**src/rtl/rst_seq_pkg.sv**
```systemverilog
// Package: shared state encoding and cause-bit positions for the reset
// pin sequencer. Assumes a single clock domain for all users.
package rst_seq_pkg;

    typedef enum logic [2:0] {
        ST_LOCK    = 3'd0,  // power-on: pin held, waiting for clock lock
        ST_ASSERT  = 3'd1,  // timed pin assertion
        ST_SETTLE  = 3'd2,  // pin released, short wait before first sample
        ST_RECHECK = 3'd3,  // long wait before second sample
        ST_RUN     = 3'd4   // bus released, normal operation
    } seq_state_t;

    localparam int CAUSE_W   = 3;
    localparam int CAUSE_POR = 0;
    localparam int CAUSE_INT = 1;
    localparam int CAUSE_EXT = 2;

endpackage

```
**src/rtl/rst_pin_sync.sv**
```systemverilog
// Module: multi-stage synchronizer for the reset pin level.
// Assumes the input may change at any time relative to clk; the output
// resets low, which the sequencer treats as "pin held".
module rst_pin_sync #(
    parameter int STAGES = 2
) (
    input  logic clk,
    input  logic rst_n,
    input  logic d_in,
    output logic d_out
);

    logic [STAGES-1:0] chain_q;

    // Shift the pin level through the flop chain.
    always_ff @(posedge clk) begin
        if (!rst_n) begin
            chain_q <= '0;
        end else begin
            chain_q <= {chain_q[STAGES-2:0], d_in};
        end
    end

    assign d_out = chain_q[STAGES-1];

endmodule

```
**src/rtl/rst_win_timer.sv**
```systemverilog
// Module: window timer. Counts edges since the last restart and flags the
// edge on which the count equals the supplied last value.
// Assumes restart is raised on every state change; saturates when idle.
module rst_win_timer #(
    parameter int CNT_W = 10
) (
    input  logic             clk,
    input  logic             rst_n,
    input  logic             restart,
    input  logic [CNT_W-1:0] last,
    output logic             done
);

    logic [CNT_W-1:0] cnt_q;

    // Count up from zero after each restart, holding at the top value.
    always_ff @(posedge clk) begin
        if (!rst_n) begin
            cnt_q <= '0;
        end else if (restart) begin
            cnt_q <= '0;
        end else if (cnt_q != {CNT_W{1'b1}}) begin
            cnt_q <= cnt_q + 1'b1;
        end
    end

    assign done = (cnt_q == last);

endmodule

```
**src/rtl/rst_cause_reg.sv**
```systemverilog
// Module: sticky reset-cause bits. A set request wins over a clear in the
// same cycle; reset loads the power-on bit.
// Assumes set and clr are single-cycle synchronous strobes.
module rst_cause_reg #(
    parameter int W = 3,
    parameter int POR_BIT = 0
) (
    input  logic         clk,
    input  logic         rst_n,
    input  logic [W-1:0] set,
    input  logic         clr,
    output logic [W-1:0] cause
);

    localparam logic [W-1:0] POR_VAL = W'(1) << POR_BIT;

    logic [W-1:0] cause_q;

    // Accumulate causes; a clear keeps only the bits set this cycle.
    always_ff @(posedge clk) begin
        if (!rst_n) begin
            cause_q <= POR_VAL;
        end else if (clr) begin
            cause_q <= set;
        end else begin
            cause_q <= cause_q | set;
        end
    end

    assign cause = cause_q;

endmodule

```
**src/rtl/rst_pin_seq.sv**
```systemverilog
// Module: bidirectional reset pin sequencer (top).
// Pulls the open-drain reset pin low for ASSERT_CYC cycles on any request,
// releases it, samples it SETTLE_CYC and then RECHECK_CYC cycles later, and
// retries the assertion if it stays low. After power-on it waits for clock
// lock unless the external clock mode is selected.
// Assumes pll_lock, ext_clk_mode, int_req, cfg_in and cause_clr are
// synchronous to clk; pin_in is asynchronous.
module rst_pin_seq
    import rst_seq_pkg::*;
#(
    parameter int ASSERT_CYC  = 512,
    parameter int SETTLE_CYC  = 10,
    parameter int RECHECK_CYC = 180,
    parameter int SYNC_STAGES = 2,
    parameter int CFG_W       = 4
) (
    input  logic               clk,
    input  logic               rst_n,
    input  logic               pll_lock,
    input  logic               ext_clk_mode,
    input  logic               int_req,
    input  logic               pin_in,
    input  logic [CFG_W-1:0]   cfg_in,
    input  logic               cause_clr,
    output logic               pin_oe,
    output logic               sys_rst_n,
    output logic               bus_en,
    output logic               fetch_start,
    output logic [CFG_W-1:0]   cfg_q,
    output logic [CAUSE_W-1:0] cause
);

    localparam int MAX_AB = (ASSERT_CYC > SETTLE_CYC) ? ASSERT_CYC : SETTLE_CYC;
    localparam int MAX_CYC = (MAX_AB > RECHECK_CYC) ? MAX_AB : RECHECK_CYC;
    localparam int CNT_W = $clog2(MAX_CYC + 1);

    seq_state_t         state_q, state_d;
    logic               pin_s;
    logic               win_done;
    logic               win_restart;
    logic [CNT_W-1:0]   win_last;
    logic [CAUSE_W-1:0] cause_set;
    logic               fetch_q;
    logic [CFG_W-1:0]   cfg_r;

    rst_pin_sync #(
        .STAGES (SYNC_STAGES)
    ) u_sync (
        .clk   (clk),
        .rst_n (rst_n),
        .d_in  (pin_in),
        .d_out (pin_s)
    );

    // Pick the last count of the window for the current state.
    always_comb begin
        case (state_q)
            ST_ASSERT:  win_last = CNT_W'(ASSERT_CYC - 1);
            ST_SETTLE:  win_last = CNT_W'(SETTLE_CYC - 1);
            ST_RECHECK: win_last = CNT_W'(RECHECK_CYC - 1);
            default:    win_last = '0;
        endcase
    end

    assign win_restart = (state_d != state_q);

    rst_win_timer #(
        .CNT_W (CNT_W)
    ) u_timer (
        .clk     (clk),
        .rst_n   (rst_n),
        .restart (win_restart),
        .last    (win_last),
        .done    (win_done)
    );

    // Next-state and cause-set decode for the sequencer.
    always_comb begin
        state_d   = state_q;
        cause_set = '0;
        case (state_q)
            ST_LOCK: begin
                if (pll_lock || ext_clk_mode) begin
                    state_d = ST_ASSERT;
                end
            end
            ST_ASSERT: begin
                if (win_done) begin
                    state_d = ST_SETTLE;
                end
            end
            ST_SETTLE: begin
                if (win_done) begin
                    state_d = pin_s ? ST_RUN : ST_RECHECK;
                end
            end
            ST_RECHECK: begin
                if (win_done) begin
                    if (pin_s) begin
                        state_d = ST_RUN;
                    end else begin
                        state_d              = ST_ASSERT;
                        cause_set[CAUSE_EXT] = 1'b1;
                    end
                end
            end
            ST_RUN: begin
                if (int_req) begin
                    state_d              = ST_ASSERT;
                    cause_set[CAUSE_INT] = 1'b1;
                end else if (!pin_s) begin
                    state_d              = ST_ASSERT;
                    cause_set[CAUSE_EXT] = 1'b1;
                end
            end
            default: state_d = ST_LOCK;
        endcase
    end

    // State register and the registered fetch-start pulse.
    always_ff @(posedge clk) begin
        if (!rst_n) begin
            state_q <= ST_LOCK;
            fetch_q <= 1'b0;
        end else begin
            state_q <= state_d;
            fetch_q <= (state_d == ST_RUN) && (state_q != ST_RUN);
        end
    end

    // Capture the configuration word on the release edge only.
    always_ff @(posedge clk) begin
        if (!rst_n) begin
            cfg_r <= '0;
        end else if ((state_q == ST_ASSERT) && win_done) begin
            cfg_r <= cfg_in;
        end
    end

    rst_cause_reg #(
        .W       (CAUSE_W),
        .POR_BIT (CAUSE_POR)
    ) u_cause (
        .clk   (clk),
        .rst_n (rst_n),
        .set   (cause_set),
        .clr   (cause_clr),
        .cause (cause)
    );

    assign pin_oe      = (state_q == ST_LOCK) || (state_q == ST_ASSERT);
    assign sys_rst_n   = !pin_oe;
    assign bus_en      = (state_q == ST_RUN);
    assign fetch_start = fetch_q;
    assign cfg_q       = cfg_r;

endmodule

```
**config.mk**
```make
export PLATFORM = sky130hd
export DESIGN_NAME = rst_pin_seq
export DESIGN_NICKNAME = d
export VERILOG_FILES = /design/src/rtl/rst_seq_pkg.sv /design/src/rtl/rst_pin_sync.sv /design/src/rtl/rst_win_timer.sv /design/src/rtl/rst_cause_reg.sv /design/src/rtl/rst_pin_seq.sv
export SDC_FILE = /design/constraint.sdc
export NUM_CORES = 1
export LEC_CHECK = 0
export CORE_MARGIN = 1
export CORE_UTILIZATION = 50
export DETAILED_ROUTE_END_ITERATION = 6
export HOLD_SLACK_MARGIN = 0.1
export PLACE_DENSITY = 0.77
export SLEW_MARGIN = 25
export SYNTH_ARGS = -nofsm -noshare
export SYNTH_HDL_FRONTEND = slang
export SYNTH_SLANG_ARGS = --single-unit
```
**constraint.sdc**
```tcl
create_clock -name clk -period 2.55 [get_ports clk]
set_input_delay 0.6375 -clock clk [delete_from_list [all_inputs] [get_ports clk]]
set_output_delay 0.6375 -clock clk [all_outputs]
set_load 0.005 [all_outputs]
```
# == Word level (Yosys, flattened, before mapping) ==
# Index checks and enable logic that the tools add are counted.
# op_classes
multipliers,0
n_bitwise,2
reduce_logical,7
addsub,1
n_lt_le_gt_ge,0
shift,0
eq_ne,9
div,0
n_mux,17
# ops
cell,count
2-to-1 mux 3 bit,9
one-hot mux 9 bit (3 select lines),1
one-hot mux 3 bit (5 select lines),1
adder 10 x 1 -> 10 bit (second input constant),1
== test 10 x 9 -> 1 bit,1
inequality test 10 bit (second input constant),1
== test 3 x 2 -> 1 bit (second input constant),2
== test 3 bit (second input constant),2
2-to-1 mux 1 bit,5
== test 3 x 1 -> 1 bit (second input constant),1
logical NOT 3 bit,1
inequality test 3 bit,1
inequality test 3 bit (second input constant),1
bitwise OR 3 bit,1
logical AND 1 bit,2
logical OR 1 bit,2
one-hot mux 1 bit (2 select lines),1
OR reduction 2 bit,1
logical NOT 1 bit,1
NOT 1 bit,1
# totals
elab_cells,42
mem_bits_rw,0
out_inout_bits,11
mem_bits_ro,0
mem_count,0
ff_bits,23
latch_bits,0

# == Longest topological paths before layout ==
# logic_depth
word_depth,7
depth_mapped,6

# == Hierarchy ==
# A second synthesis with hierarchy kept.
# unflattened
cells_unflattened,142
area_unflattened_um2,1277.5
# by_module_without_submodules
module,cells_each,seq_area_each_um2,area_per_inst_um2,instances
rst_win_timer,69,200.2,629.4,1
rst_pin_seq,60,160.2,494.2,1
rst_cause_reg,9,60.1,101.3,1
rst_pin_sync,4,40.0,52.6,1

# == Least setup slack after synthesis ==
# No wires, ideal clock.
# synth_path
path_type,register to register
from,reg u_timer.cnt_q[1]
to,reg u_timer.cnt_q[6]
required_ps,2406
t_arrival_ps,1690
period_less_slack_ps,1834
path_slack_ps,716
path_buffers,0
stages_incl_launch_ff,6
cell_sequence,dfxtp_1 or4_1 mux2i_1 nand4_1 o311ai_2 nor3b_1
# synth_between
elab_chain_cells,5
elab_cells_between_ends,9
cone_classes,add/sub: 1; eq/ne: 3; mux: 4; reduce/logical: 1
# synth_lines
element,line_no,source
start: declaration,rst_win_timer.sv:14,logic [CNT_W-1:0] cnt_q;
start signal: assignment,rst_win_timer.sv:23,cnt_q <= cnt_q + 1'b1;
== test 10 x 9 -> 1 bit,rst_win_timer.sv:27,assign done = (cnt_q == last);
2-to-1 mux 3 bit (on tied branches),"rst_pin_seq.sv:98, rst_pin_seq.sv:88, rst_pin_seq.sv:93",
one-hot mux 3 bit (5 select lines),rst_pin_seq.sv:81,case (state_q)
inequality test 3 bit,rst_pin_seq.sv:65,assign win_restart = (state_d != state_q);
OR reduction 2 bit (no line),--,
# Parallel ways exist; a longest one is shown, timed or not.
# A chain may end at the register's enable or synchronous reset.

# == Worst setup path after layout ==
# layout_path
from,reg state_q[2]
to,out bus_en
# layout_between
elab_chain_cells,1
# layout_lines
element,line_no,source
start: declaration,rst_pin_seq.sv:37,"seq_state_t state_q, state_d;"
start signal: assignment,rst_pin_seq.sv:126,state_q <= state_d;
== test 3 bit,rst_pin_seq.sv:153,assign bus_en = (state_q == ST_RUN);
end: declaration,rst_pin_seq.sv:27,"output logic bus_en,"
# No other way between the ends.

==> results.json <==
{
  "status": "complete, no violations",
  "cts_hold_buf": 0,
  "wl_met2_mm": 1.11,
  "preCtsSetupSlack_ns": 0.348,
  "dr.pass1.iters": 4,
  "final_cell_mix": "dfxtp_1, clkdlybuf4s50_1, nor2_1, nand2_1",
  "synth_area_per_cell_um2": 8.31,
  "fp.dieArea_um2": 2560,
  "numCtsBuffers": 3,
  "h-tree-depth": 1,
  "viasPerCell": 5.77,
  "fill_cells": 205,
  "syn_to_final_growth_pct": 20.8,
  "path_class": "flip-flop to output port",
  "drt-initial-drc-count": 42,
  "fmax_ghz": 0.435,
  "yosysSeqAreaShare": 0.390,
  "cts-root-buf": "clkbuf_4",
  "core_um2": 2210,
  "hold_path.class": "flip-flop to flip-flop",
  "antenna_found_initial": 0,
  "tightest_slew_ns": 0.777,
  "finalMaxSlewViolations": 0,
  "gr-usage-all-layers": 0.208,
  "post-route-period-util": 0.902,
  "synth_warnings": 0,
  "clock_latency_ns": 0.31,
  "slew_headroom": 0.481,
  "layout-drive-gt1-share": 0.0741,
  "grt_overflow_total": 0,
  "fin_ws_ns": 0.249,
  "wl_met1_mm": 1.17,
  "cts_setup_buffers": 0,
  "path_cells": "and2_1 -> clkdlybuf4s50_1",
  "startpoint_type": "flip-flop",
  "cp_max_fo": 16,
  "clk_pin_slew_ns": 0.12,
  "drc": 0,
  "hpwl_mm": 1.80,
  "finalClockSkew_ns": 0.00240,
  "min_period_ns": 2.30,
  "ys_ff_latch": 23,
  "grt_pass1_vias": 914,
  "start_util": 0.533,
  "worstSetupEndpointType": "output port",
  "cp_num_buf_inv": 1,
  "synth.distinct_cells": 35,
  "pwr_density_cell_nw_per_um2": 730,
  "grt_pass1_wl_mm": 3.97,
  "slowest_delay_ns": 0.63,
  "nets": 175,
  "cts_tree": "yes",
  "syn-num-nets": 154,
  "mostFrequentLayoutCell": "dfxtp_1",
  "die_y_um": 50.6,
  "num_rows": 17,
  "final_hold_viol_count": 0,
  "cts_buffer_depth": 2,
  "antenna_left": 0,
  "syn_area_um2": 1180,
  "maxCapViolCount": 0,
  "tns_ns": 0,
  "worst_path_dominant_cell_family": "flip-flops",
  "die_w_um": 50.6,
  "final-setup-viol-count": 0,
  "irDropWorstVdd_v": 0.000422,
  "rsz0062_at_grt": "false",
  "critPathRequiredTime_ns": 1.91,
  "totalWireLength_mm": 2.48,
  "cp.arrival_ns": 1.66,
  "diodes": 0,
  "syn-instance-count": 142,
  "place_congestion": 0.861,
  "post_cts_resized": 0,
  "p_leak_uw": 0.000564,
  "crit_slowest_cell": "dfxtp_1",
  "highest_layer": "met4",
  "io_pins": 22,
  "portBuffers": 21,
  "routed-wl-met3_um": 126,
  "power_uw": 1040,
  "cts.sinks": 23,
  "vias": 1097,
  "wire_per_inst_um": 13.1,
  "grt_max_degree": 17
}
==> layer usage <==
layer,global-route usage,vias to the layer above
met5,0,-
met4,0.111,0
met3,0.0273,13
met2,0.313,36
met1,0.286,504
li1,-,544
==> sequential cells by signal, indices dropped and copies added (netlist names) <==
register        count
u_timer.cnt_q      10
u_sync.chain_q      2
state_q             3
fetch_start         1
u_cause.cause       3
cfg_q               4
==> kinds of logic after synthesis <==
| logic type | synth area share |
|---|---|
| simple gates | 0.302 |
| buf+inv | 0.0541 |
| compound gates | 0.121 |
| xor+xnor | 0.0445 |
| flops | 0.390 |
| fa+ha+maj | 0.0106 |
| mux | 0.0774 |
==> final timing paths <==
check	startpoint	to	slack (ns)	depth (start not counted)
worst max-delay path	state_q[2]	bus_en	0.25	2
worst min-delay path	u_sync.chain_q[0]	u_sync.chain_q[1]	0.45	1
worst max register to register	state_q[2]	u_timer.cnt_q[6]	0.31	5
worst min register to register	u_sync.chain_q[0]	u_sync.chain_q[1]	0.45	1
==> worst register-to-register path: cells and delay by family (launching register included) <==
family	cells	cell delay [ns]
AO/OA/AOI/OAI	1	0.70
flip-flops	1	0.63
multiplexers	1	0.25
AND/OR/NAND/NOR	3	0.54
==> cell type report <==
| type | count | area (um^2) | area share |
|---|---|---|---|
| inverters | 8 | 30.0 | 0.0211 |
| flip-flops and latches | 23 | 460 | 0.323 |
| clock buffers | 4 | 26.3 | 0.0184 |
| multi-input cells | 105 | 656 | 0.460 |
| well taps | 28 | 35.0 | 0.0246 |
| repair buffers | 22 | 218 | 0.153 |
==> where the power goes <==
group	total (uW)	switching, uW	internal (uW)	leakage, uW
Sequential	447	50.9	396	0.000187
Clock	168	107	61.2	0.0000150
Combinational	426	225	201	0.000362
==> cells in the mapped netlist <==
| cell | number | area [um^2] |
|---|---|---|
| a211oi_1 | 3 | 22.5 |
| a21o_1 | 1 | 7.51 |
| a21oi_1 | 6 | 30.0 |
| a22oi_1 | 1 | 7.51 |
| a311oi_1 | 2 | 17.5 |
| a31oi_1 | 1 | 6.26 |
| a41o_1 | 1 | 10.0 |
| and2_1 | 6 | 37.5 |
| and3_1 | 2 | 12.5 |
| and3_2 | 1 | 7.51 |
| and4_2 | 2 | 20.0 |
| buf_4 | 1 | 7.51 |
| buf_6 | 1 | 11.3 |
| clkbuf_1 | 4 | 15.0 |
| dfxtp_1 | 23 | 460 |
| ha_1 | 1 | 12.5 |
| inv_1 | 8 | 30.0 |
| mux2_2 | 1 | 11.3 |
| mux2i_1 | 8 | 80.1 |
| nand2_1 | 14 | 52.6 |
| nand2b_1 | 1 | 6.26 |
| nand3_1 | 7 | 35.0 |
| nand4_1 | 5 | 31.3 |
| nand4b_1 | 1 | 8.76 |
| nor2_1 | 16 | 60.1 |
| nor3_1 | 4 | 20.0 |
| nor3b_1 | 2 | 15.0 |
| nor4_1 | 1 | 6.26 |
| o21ai_0 | 5 | 25.0 |
| o311ai_2 | 1 | 16.3 |
| or2_2 | 2 | 12.5 |
| or2b_2 | 1 | 8.76 |
| or4_1 | 3 | 22.5 |
| xnor2_1 | 3 | 26.3 |
| xor2_1 | 3 | 26.3 |
==> metrics by stage <==
step                hold slack (ns)   util  instances  instance area, um^2
detailed placement            0.424  0.632        186                 1400
global placement              0.414  0.632        186                 1400
finish                        0.446  0.644        190                 1430
floorplan                     0.412      -        142                 1180
global route                  0.478  0.644        190                 1430
CTS                           0.452  0.644        190                 1430
Power figures use the tool's default switching activity.
